File: config.mk
export PLATFORM = sky130hd
export DESIGN_NAME = ovf_timer_bank
export DESIGN_NICKNAME = d
export VERILOG_FILES = /design/src/rtl/ovf_timer_pkg.sv /design/src/rtl/ovf_prescaler.sv /design/src/rtl/ovf_channel.sv /design/src/rtl/ovf_timer_bank.sv
export SDC_FILE = /design/constraint.sdc
export NUM_CORES = 2
export LEC_CHECK = 0
export ABC_AREA = 1
export BUFFER_PORTS_ARGS = -buffer_cell sky130_fd_sc_hd__buf_2
export CORE_ASPECT_RATIO = 2
export CORE_MARGIN = 5
export CORE_UTILIZATION = 55
export DETAILED_ROUTE_END_ITERATION = 10
export PLACE_DENSITY = 0.71
export SLEW_MARGIN = 20
export SYNTH_ARGS = -nofsm -noshare
export SYNTH_HDL_FRONTEND = slang
export SYNTH_SLANG_ARGS = --single-unit
File: constraint.sdc
create_clock -name clk -period 4.66 [get_ports clk]
set_input_delay 0 -clock clk [delete_from_list [all_inputs] [get_ports clk]]
set_output_delay 0 -clock clk [all_outputs]
set_load 0.1 [all_outputs]
File: src/rtl/ovf_timer_pkg.sv
package ovf_timer_pkg;
  // Channel register placement inside the window (software decodes these)
  localparam int CH_BASE0     = 'h64;
  localparam int CH_PITCH     = 10;
  localparam int CH_LAST_BASE = 'h92;
  localparam int OFS_CTRL     = 0;
  localparam int OFS_IEN      = 2;
  localparam int OFS_STS      = 3;
  localparam int OFS_CHI      = 4;
  localparam int OFS_CLO      = 5;

  localparam int EXT_BIT  = 2;   // control: external source select
  localparam int FLAG_BIT = 2;   // status: overflow flag
  localparam int IEN_BIT  = 2;   // enable: overflow interrupt

  function automatic int chan_base(input int n);
    return (n < 4) ? CH_BASE0 + CH_PITCH * n : CH_LAST_BASE;
  endfunction
endpackage

File: src/rtl/ovf_prescaler.sv
module ovf_prescaler #(
  parameter int PRE_W = 3,
  parameter int SEL_W = 2
) (
  input  logic             clk,
  input  logic             rst,
  input  logic             en,
  input  logic             clr,
  input  logic [SEL_W-1:0] sel,
  output logic             tick
);
  logic [PRE_W-1:0] pcnt;
  logic [PRE_W-1:0] limit;

  assign limit = (PRE_W'(1) << sel) - PRE_W'(1);
  assign tick  = en & ~clr & (pcnt == limit);

  always_ff @(posedge clk) begin
    if (rst || clr || !en) pcnt <= '0;
    else if (tick)         pcnt <= '0;
    else                   pcnt <= pcnt + PRE_W'(1);
  end

  // with a divide above one, two ticks never come back to back
  assert_tick_gap_R3: assert property (@(posedge clk) disable iff (rst)
    tick && sel != '0 |=> !tick || sel == '0);
endmodule

File: src/rtl/ovf_channel.sv
module ovf_channel import ovf_timer_pkg::*; #(
  parameter int DATA_W = 8,
  parameter int PRE_W  = 3,
  parameter int SEL_W  = 2,
  localparam int CNT_W = 2 * DATA_W
) (
  input  logic              clk,
  input  logic              rst,
  input  logic              start_bit,
  input  logic              wr_ctrl,
  input  logic              wr_ien,
  input  logic              wr_sts,
  input  logic              wr_hi,
  input  logic              wr_lo,
  input  logic [DATA_W-1:0] wdata,
  output logic [DATA_W-1:0] ctrl_q,
  output logic [DATA_W-1:0] ien_q,
  output logic [DATA_W-1:0] sts_q,
  output logic [CNT_W-1:0]  cnt_q,
  output logic              irq
);
  logic              active, cnt_wr, tick, wrap, flag;
  logic [DATA_W-1:0] sts_keep;

  assign active = start_bit & ~ctrl_q[EXT_BIT];
  assign cnt_wr = wr_hi | wr_lo;

  ovf_prescaler #(.PRE_W(PRE_W), .SEL_W(SEL_W)) u_pre (
    .clk(clk), .rst(rst), .en(active), .clr(cnt_wr),
    .sel(ctrl_q[SEL_W-1:0]), .tick(tick)
  );

  assign wrap = tick & ~cnt_wr & (cnt_q == '1);

  always_ff @(posedge clk) begin
    if (rst) begin
      cnt_q <= '0;
    end else if (cnt_wr) begin
      if (wr_hi) cnt_q[CNT_W-1:DATA_W] <= wdata;
      if (wr_lo) cnt_q[DATA_W-1:0]     <= wdata;
    end else if (tick) begin
      cnt_q <= cnt_q + CNT_W'(1);
    end
  end

  always_ff @(posedge clk) begin
    if (rst) begin
      flag     <= 1'b0;
      ctrl_q   <= '0;
      ien_q    <= '0;
      sts_keep <= '0;
    end else begin
      if (wrap)        flag <= 1'b1;
      else if (wr_sts) flag <= flag & wdata[FLAG_BIT];
      if (wr_sts)  sts_keep <= wdata;
      if (wr_ctrl) ctrl_q   <= wdata;
      if (wr_ien)  ien_q    <= wdata;
    end
  end

  always_comb begin
    sts_q           = sts_keep;
    sts_q[FLAG_BIT] = flag;
  end

  assign irq = flag & ien_q[IEN_BIT];

  // a stopped channel holds its count
  assert_hold_stopped_R2: assert property (@(posedge clk) disable iff (rst)
    !start_bit && !cnt_wr |=> $stable(cnt_q));
  // external-source select freezes the count
  assert_hold_ext_R4: assert property (@(posedge clk) disable iff (rst)
    ctrl_q[EXT_BIT] && !cnt_wr |=> $stable(cnt_q));
  // a high-byte write keeps the low byte
  assert_byte_keep_R5: assert property (@(posedge clk) disable iff (rst)
    wr_hi && !wr_lo |=> cnt_q[DATA_W-1:0] == $past(cnt_q[DATA_W-1:0]));
  // wrap yields zero and a raised flag
  assert_wrap_zero_R6: assert property (@(posedge clk) disable iff (rst)
    tick && !cnt_wr && cnt_q == '1 |=> cnt_q == '0 && flag);
  // flag is sticky without a status write
  assert_flag_sticky_R6: assert property (@(posedge clk) disable iff (rst)
    flag && !wr_sts |=> flag);
endmodule

File: src/rtl/ovf_timer_bank.sv
module ovf_timer_bank import ovf_timer_pkg::*; #(
  parameter int NCH       = 5,
  parameter int DATA_W    = 8,
  parameter int ADDR_W    = 8,
  parameter int PRE_W     = 3,
  parameter int SEL_W     = 2,
  parameter int WIN_LO    = 'h60,
  parameter int WIN_DEPTH = 64,
  parameter int START_OFS = 'h60,
  parameter int VEC_BASE  = 26,
  parameter int VEC_STEP  = 4,
  parameter int VEC_W     = 6,
  localparam int CNT_W    = 2 * DATA_W,
  localparam int IDX_W    = $clog2(WIN_DEPTH)
) (
  input  logic              clk,
  input  logic              rst,
  input  logic              bus_sel,
  input  logic              bus_wr,
  input  logic [ADDR_W-1:0] bus_addr,
  input  logic [DATA_W-1:0] bus_wdata,
  output logic [DATA_W-1:0] bus_rdata,
  output logic [NCH-1:0]    irq,
  output logic              irq_any,
  output logic [VEC_W-1:0]  irq_vec
);
  logic              wr_go, in_win;
  logic [ADDR_W-1:0] win_off;
  logic [IDX_W-1:0]  win_idx;
  logic [DATA_W-1:0] start_q, rd_mux;
  logic [DATA_W-1:0] scratch [WIN_DEPTH];
  logic [DATA_W-1:0] ctrl_v [NCH];
  logic [DATA_W-1:0] ien_v  [NCH];
  logic [DATA_W-1:0] sts_v  [NCH];
  logic [CNT_W-1:0]  cnt_v  [NCH];

  assign wr_go   = bus_sel & bus_wr;
  assign in_win  = (int'(bus_addr) >= WIN_LO) && (int'(bus_addr) < WIN_LO + WIN_DEPTH);
  assign win_off = bus_addr - ADDR_W'(WIN_LO);
  assign win_idx = win_off[IDX_W-1:0];

  // Backing store for the whole window; named registers override it on read
  always_ff @(posedge clk) begin
    if (rst) begin
      for (int i = 0; i < WIN_DEPTH; i++) scratch[i] <= '0;
    end else if (wr_go && in_win) begin
      scratch[win_idx] <= bus_wdata;
    end
  end

  always_ff @(posedge clk) begin
    if (rst) start_q <= '0;
    else if (wr_go && bus_addr == ADDR_W'(START_OFS)) start_q <= bus_wdata;
  end

  for (genvar g = 0; g < NCH; g++) begin : g_ch
    localparam int B = chan_base(g);
    ovf_channel #(.DATA_W(DATA_W), .PRE_W(PRE_W), .SEL_W(SEL_W)) u_ch (
      .clk(clk), .rst(rst), .start_bit(start_q[g]),
      .wr_ctrl(wr_go && bus_addr == ADDR_W'(B + OFS_CTRL)),
      .wr_ien (wr_go && bus_addr == ADDR_W'(B + OFS_IEN)),
      .wr_sts (wr_go && bus_addr == ADDR_W'(B + OFS_STS)),
      .wr_hi  (wr_go && bus_addr == ADDR_W'(B + OFS_CHI)),
      .wr_lo  (wr_go && bus_addr == ADDR_W'(B + OFS_CLO)),
      .wdata(bus_wdata),
      .ctrl_q(ctrl_v[g]), .ien_q(ien_v[g]), .sts_q(sts_v[g]),
      .cnt_q(cnt_v[g]), .irq(irq[g])
    );
  end

  always_comb begin
    rd_mux = '0;
    if (in_win) rd_mux = scratch[win_idx];
    if (bus_addr == ADDR_W'(START_OFS)) rd_mux = start_q;
    for (int n = 0; n < NCH; n++) begin
      if (bus_addr == ADDR_W'(chan_base(n) + OFS_CTRL)) rd_mux = ctrl_v[n];
      if (bus_addr == ADDR_W'(chan_base(n) + OFS_IEN))  rd_mux = ien_v[n];
      if (bus_addr == ADDR_W'(chan_base(n) + OFS_STS))  rd_mux = sts_v[n];
      if (bus_addr == ADDR_W'(chan_base(n) + OFS_CHI))  rd_mux = cnt_v[n][CNT_W-1:DATA_W];
      if (bus_addr == ADDR_W'(chan_base(n) + OFS_CLO))  rd_mux = cnt_v[n][DATA_W-1:0];
    end
  end

  always_ff @(posedge clk) begin
    if (rst) bus_rdata <= '0;
    else     bus_rdata <= (bus_sel && !bus_wr) ? rd_mux : '0;
  end

  // Lowest-numbered requester wins
  always_comb begin
    irq_any = |irq;
    irq_vec = '0;
    for (int i = NCH - 1; i >= 0; i--)
      if (irq[i]) irq_vec = VEC_W'(VEC_BASE + VEC_STEP * i);
  end

  // a request always carries a vector from the channel range
  assert_vec_range_R8: assert property (@(posedge clk) disable iff (rst)
    irq_any |-> irq_vec >= VEC_W'(VEC_BASE) && irq_vec <= VEC_W'(VEC_BASE + VEC_STEP * (NCH - 1)));
  // no request means vector zero
  assert_vec_idle_R8: assert property (@(posedge clk) disable iff (rst)
    !irq_any |-> irq_vec == '0);
  // bus_rdata is zero the cycle after a non-read
  assert_rdata_idle_R9: assert property (@(posedge clk) disable iff (rst)
    !(bus_sel && !bus_wr) |=> bus_rdata == '0);
endmodule

Yosys cells after proc, flatten, opt, wreduce, memory -nomap -nowiden --
Memory sizes are Yosys's and may differ from the RTL's. Cells that the tools add are included.
Word-level totals: register bits after elaboration 236, memories 1, word-level logic and storage cells 302, RAM bits 512
Memories:
- scratch | words 64, width 8, rd ports 1, clocked after Yosys merged registers in 0, write ports 64, RTL line ovf_timer_bank.sv:31 | logic [DATA_W-1:0] scratch [WIN_DEPTH];
Operators by class: add/subtract/negate cells 16, multiplexer cells 70, order comparisons 2, shifts and indexed selects 5, equal/unequal tests 46, bitwise logic cells 52, reduce and logical (&&, ||, !) cells 73
Operators by type and width (number):
- $mux W8 | 38
- $mux W16 | 10
- $eq A8 B7 Y1 const B | 16
- $add A16 B1 Y16 const B | 5
- $eq A16 B16 Y1 const B | 5
- $eq A8 B8 Y1 const B | 10
- $and A1 B1 Y1 | 36
- $mux W6 | 6
- $logic_and A1 B1 Y1 | 29
- $ne A2 B1 Y1 const B | 10
- $reduce_and A2 Y1 | 10
- $reduce_bool A2 Y1 | 10
- $mux W1 | 16
- $add A3 B1 Y3 const B | 5
- $eq A3 B3 Y1 | 5
- $shl A1 B2 Y3 const A | 5
- $sub A3 B2 Y3 const B | 5
- $reduce_or A2 Y1 | 6
- $not A1 Y1 | 11
- $logic_or A1 B1 Y1 | 10
- $ge A8 B7 Y1 const B | 1
- $lt A8 B8 Y1 const B | 1
- $reduce_or A8 Y1 | 1
- $logic_not A1 Y1 | 6
- 3 further kinds | 7

Logic depth before layout (Yosys ltp) --
depth in word-level cells 29, gate-level depth with buffers 41, gate-level depth less buffers 39

Modules after synthesis --
A second synthesis with hierarchy kept.
Second synthesis, totals: cell total of the unflattened synthesis 4431, area, all modules 36593.8 um^2
Modules (own cells, without submodules):
- ovf_timer_bank | sequential area each 15695.1 um^2, cells an instance 2917, instances 1, area each 25939.9 um^2
- ovf_channel | sequential area each 800.8 um^2, cells an instance 273, instances 5, area each 1943.1 um^2
- ovf_prescaler (g_ch[0].u_ch.u_pre ...) | sequential area each 60.1 um^2, cells an instance 30, instances 4, area each 186.4 um^2
- ovf_prescaler (g_ch[3].u_ch.u_pre) | sequential area each 60.1 um^2, cells an instance 29, instances 1, area each 192.7 um^2

Least setup slack after synthesis --
Ideal clock, no wire load.
path kind in2reg, from input bus_addr[1], to register bus_rdata[4], data arrival time 2.578 ns, path buffers 3, slack 1.962 ns, data required time 4.540 ns, stages on the path 39, cell sequence buf_4 > nand2_2 > inv_2 > buf_4 > buf_2 > a22oi_1 > nand2_1 > nand2_1 > nand2_1 > nor3_1 > nor2_1 > nor2_1 > nand2_1 > nand2_1 > nand2_1 > nand2_1 > nand2_1 > nand2_1 > [3 not listed] > nand2_1 > nand2_1 > nand2_1 > nand2_1 > nand3_1 > nand3_1 > nand3_1 > nand3_1 > nand3_1 > nand3_1 > nand3_1 > nand3_1 > nand3_1 > nand3_1 > nand2_1 > nand2_1 > nand2_1 > a21oi_1
Between the ends: longest elaborated chain between the ends 29, elaborated cells between the ends (all ways) 58
Ends and longest elaborated chain:
- start, declared | RTL line ovf_timer_bank.sv:20 | input logic [ADDR_W-1:0] bus_addr,
- $sub A6 B6 Y6, or another cell as far along | RTL line ovf_timer_bank.sv:39 | assign win_off = bus_addr - ADDR_W'(WIN_LO);
- $mem_v2 Z64 W8 / $logic_and A1 B1 Y1 (equally long branches)
- $mux W8 | RTL line ovf_timer_bank.sv:73 | if (in_win) rd_mux = scratch[win_idx];
- $mux W8 | RTL line ovf_timer_bank.sv:74 | if (bus_addr == ADDR_W'(START_OFS)) rd_mux = start_q;
- $mux W8 | RTL line ovf_timer_bank.sv:76 | if (bus_addr == ADDR_W'(chan_base(n) + OFS_CTRL)) rd_mux = ctrl_v[n];
- $mux W8 | RTL line ovf_timer_bank.sv:77 | if (bus_addr == ADDR_W'(chan_base(n) + OFS_IEN)) rd_mux = ien_v[n];
- $mux W8 | RTL line ovf_timer_bank.sv:78 | if (bus_addr == ADDR_W'(chan_base(n) + OFS_STS)) rd_mux = sts_v[n];
- $mux W8 | RTL line ovf_timer_bank.sv:79 | if (bus_addr == ADDR_W'(chan_base(n) + OFS_CHI)) rd_mux = cnt_v[n][CNT_W-1:DATA_W];
- [13 not listed]
- $mux W8 | RTL line ovf_timer_bank.sv:78
- $mux W8 | RTL line ovf_timer_bank.sv:79
- $mux W8 | RTL line ovf_timer_bank.sv:80 | if (bus_addr == ADDR_W'(chan_base(n) + OFS_CLO)) rd_mux = cnt_v[n][DATA_W-1:0];
- $mux W8 | RTL line ovf_timer_bank.sv:76
- $mux W8 | RTL line ovf_timer_bank.sv:77
- $mux W8 | RTL line ovf_timer_bank.sv:78
- $mux W8 | RTL line ovf_timer_bank.sv:79
- $mux W8 (*) | RTL line ovf_timer_bank.sv:80
- end signal, assigned | RTL line ovf_timer_bank.sv:86 | else bus_rdata <= (bus_sel && !bus_wr) ? rd_mux : '0;
- end, declared | RTL line ovf_timer_bank.sv:22 | output logic [DATA_W-1:0] bus_rdata,
Every way passes the cells marked *; elsewhere a longest branch is shown, timed or not. A chain may end at the register's enable or synchronous reset.

Final worst setup path --
from memory scratch[1][0], to register bus_rdata[0]
Between the ends: longest elaborated chain between the ends 28
Ends and longest elaborated chain (RTL line):
- start, declared | ovf_timer_bank.sv:31
- $mem_v2 Z64 W8
- $mux W8 | ovf_timer_bank.sv:73
- $mux W8 | ovf_timer_bank.sv:74
- $mux W8 | ovf_timer_bank.sv:76
- $mux W8 | ovf_timer_bank.sv:77
- $mux W8 | ovf_timer_bank.sv:78
- $mux W8 | ovf_timer_bank.sv:79
- $mux W8 | ovf_timer_bank.sv:80
- [12 not listed]
- $mux W8 | ovf_timer_bank.sv:78
- $mux W8 | ovf_timer_bank.sv:79
- $mux W8 | ovf_timer_bank.sv:80
- $mux W8 | ovf_timer_bank.sv:76
- $mux W8 | ovf_timer_bank.sv:77
- $mux W8 | ovf_timer_bank.sv:78
- $mux W8 | ovf_timer_bank.sv:79
- $mux W8 | ovf_timer_bank.sv:80
Every way passes these cells.

==> summary.md <==
| Metric | Value |
|---|---|
| CTS tree | `done` |
| Distinct cell type count of the synthesized netlist | `46` |
| Leakage power | `about 15 nW` |
| Synth top cells by count | `nand2_1, nor2_1, edfxtp_1, a21oi_1, inv_1` |
| Vias | `approximately 29000` |
| Hold WC Path Type | `primary input to flip-flop` |
| First-pass GRT wire length | `about 170 mm` |
| Final setup violating endpoints | `0` |
| Least-Margin Pin Slew | `between 1000 and 1500 ps` |
| Largest net degree at the start of global routing | `93` |
| Worst R2R Setup Slack | `just under 700 ps` |
| Post-synth top area cell | `edfxtp_1` |
| Layout cell share with drive strength beyond 1 | `around 7.4%` |
| Post-synth top area share | `roughly 44%` |
| Total power | `about 14 mW` |
| RR Endpoint | `bus_rdata[0]` |
| Min-delay src | `bus_addr[7]` |
| Fmax | `0.2512 GHz` |
| Post-CTS Setup Inserts | `0` |
| Final WL | `between 100 and 150 mm` |
| Pwr/cell area | `roughly 370 nW/um^2` |
| Async set-reset flop share out of synthesis | `0%` |
| Most numerous cell in the Yosys netlist | `nand2_1` |
| Antenna violations before repair | `2` |
| Crit. Startpoint | `scratch[1][0]` |
| Min Tclk post-route | `~4000 ps` |
| Filler Cells Inserted | `5568` |
| Initial Util | `between 50% and 60%` |
| Slowest stage cell, crit path | `edfxtp_1` |
| Status | `completed` |
| CTS sink count | `about 740` |
| Post-route clock period utilization | `85.43%` |
| CP max stage delay | `420 ps` |
| Synthesized instance count | `4098` |
| Root buffer cell | `clkbuf_16` |
| Max Cap Viol | `0` |
| GRT Overall Usage | `between 30% and 40%` |
| Routability-driven placement congestion ratio | `1.020` |
| Crit path capture type | `flip-flop` |
| Final setup TNS | `0 ps` |
| Initial drt markers | `3423` |
| Post-synth EDFFs | `approximately 510` |
| Synth area leaders | `edfxtp_1, dfxtp_1, nand2_1, nor2_1, a21oi_1` |
| Core area | `around 64000 sq um` |
| Worst r2r src | `scratch[1][0]` |
| Slew headroom | `between 20% and 30%` |
| Seq/Total Area, Yosys | `between 50% and 60%` |
| Register clock-pin slew on the reported worst setup and hold paths | `70 ps` |
| Routed length per placed instance | `roughly 23 microns` |
| Rows | `approximately 130` |
| CTS Buffer Depth | `3` |
| Largest fanout on the critical path | `1` |
| Worst VDD drop | `296.1 uV` |
| Worst path arrival time | `approximately 4500 ps` |
| Top Ports | `40` |
| Final HPWL DP | `about 80 mm` |
| NumNets Final | `4105` |
| Worst endpoint required time | `between 5000 and 6000 ps` |
| Die area | `a little under 70000 sq um` |
| Post-DR vias/cell | `~6` |
| R2R depth | `35` |
| Router iterations before antenna repair | `6` |
| Net Count, Synth | `a little over 4000` |
| P&R area growth vs syn | `9.968%` |
| Cts bufs inserted | `60` |
| FF+latch count, synth | `743` |
| Hold path cells | `8` |
| Post-DRT Antenna Nets | `0` |
| Worst-Skew Late Latency | `approximately 640 ps` |
| Die height | `367.3 microns` |
| Pins Over Slew Limit | `0` |
| Worst setup path class | `flip-flop to flip-flop` |
| Port bufs | `38` |
| Syn. warnings | `0` |
| Post-CTS sizing | `0` |
| CTS Hold Buffers Added | `12` |
| Mapped Area | `approximately 35000 sq um` |
| Crit path to | `bus_rdata[0]` |
| Critical Path Source Type | `flip-flop` |
| Clk_skew | `roughly 22 ps` |
| Mean Syn Cell Area | `~8.6 sq um` |
| Remaining Overflow, GRT | `0` |
| CTS H-tree lvls | `2` |
| Hold Vio Cnt, Final | `0` |
| Main flop type after synthesis | `edfxtp_1` |
| Die Width | `around 190 microns` |
| RSZ-0062 raised after global routing | `no` |
| Vias in the first global route | `between 20000 and 30000` |
| Residual DRC | `0` |
-- power by group --
group          leakage [nW]  switching, mW  internal (mW)  total, mW
registers              6.72         0.0872           7.26       7.34
logic                  6.99          0.799          0.249       1.05
clock network          1.07           2.44           3.34       5.78
-- area by class of cell --
class / count / area (sq um) / share of cell area, %
antenna: 2 / 5.005 / 0.01296
clock buffer: 72 / 1660 / 4.300
inverter: 290 / 1095 / 2.836
clock inverter: 40 / 579.3 / 1.500
sequential: 743 / 20000 / 51.80
timing repair buffer: 155 / 1274 / 3.299
tap: 798 / 998.5 / 2.586
multi-input combinational: 2825 / 13000 / 33.67
-- how the worst min path moves through the flow --
| stage | end | slack (ps) |
|---|---|---|
| floorplan | g_ch[0].u_ch.cnt_q[8] | 170 |
| global placement | g_ch[2].u_ch.sts_keep[3] | 430 |
| detailed placement | g_ch[2].u_ch.sts_keep[3] | 440 |
| CTS | g_ch[0].u_ch.ien_q[5] | 110 |
| global route | g_ch[0].u_ch.ien_q[5] | 200 |
| finish | g_ch[0].u_ch.ien_q[5] | 150 |
-- cells in the final DEF, fill, tap and decap left out, types with 11 or more instances in the layout --
cell type      count
xor2_1            24
nor2_1           701
edfxtp_1         512
o21ai_0          228
dlygate4sd3_1     12
nand4_1           35
inv_1            247
buf_12            14
buf_4             91
nand2_1          989
inv_2             35
clkbuf_16         63
a31oi_1           36
dfxtp_1          231
or2_1             11
a211oi_1          27
nor2_2            12
buf_2             38
nor3_1            25
nand3_1          188
a22oi_1          162
a21oi_1          291
xnor2_1           15
clkinv_1          14
o21ai_1           17
bufinv_16         14
-- sequential cells by signal, summed over array words and instances, names as in the netlist --
name                  count
g_ch.u_ch.sts_keep       35
g_ch.u_ch.flag            5
g_ch.u_ch.u_pre.pcnt     15
bus_rdata                 8
g_ch.u_ch.ctrl_q         40
scratch                 512
g_ch.u_ch.cnt_q          80
start_q                   8
g_ch.u_ch.ien_q          40
-- cells by family after synthesis --
family	synth area share (%)
AND/OR/NAND/NOR	22.73
AO/OA/AOI/OAI	12.93
flip-flops	56.96
buffers and inverters	6.037
XOR/XNOR	0.9729
adder cells (fa/ha/maj)	0.3564
other	0.01068
-- critical path: cells and delay by family, from the launching register on --
kind	cells	cell delay, ps
simple gates	31	2910
compound gates	3	350
buf+inv	1	150
flops	1	420
-- metal layers --
layer / routed length, microns / track usage [%] / up-vias
met1: 35960 / 31.83 / 13760
met2: 59360 / 58.83 / 1437
li1: - / - / 13760
met3: 7186 / 4.137 / 538
met5: 0 / 0 / -
met4: 11930 / 27.21 / 0
-- per-stage QoR --
stage	setup slack [ps]	area [sq um]	utilization [%]	cells	hold slack (ps)
2_1_floorplan	1962	35110	-	4098	173.6
3_3_place_gp	351.8	36240	56.99	4799	432.8
3_5_place_dp	363.9	36240	56.99	4799	437.8
4_1_cts	818.8	38600	60.70	4923	113.6
5_1_grt	481.0	38600	60.70	4923	203.8
6_report	679.0	38610	60.71	4925	148.4
No activity file was read; power rests on OpenSTA's default activity.
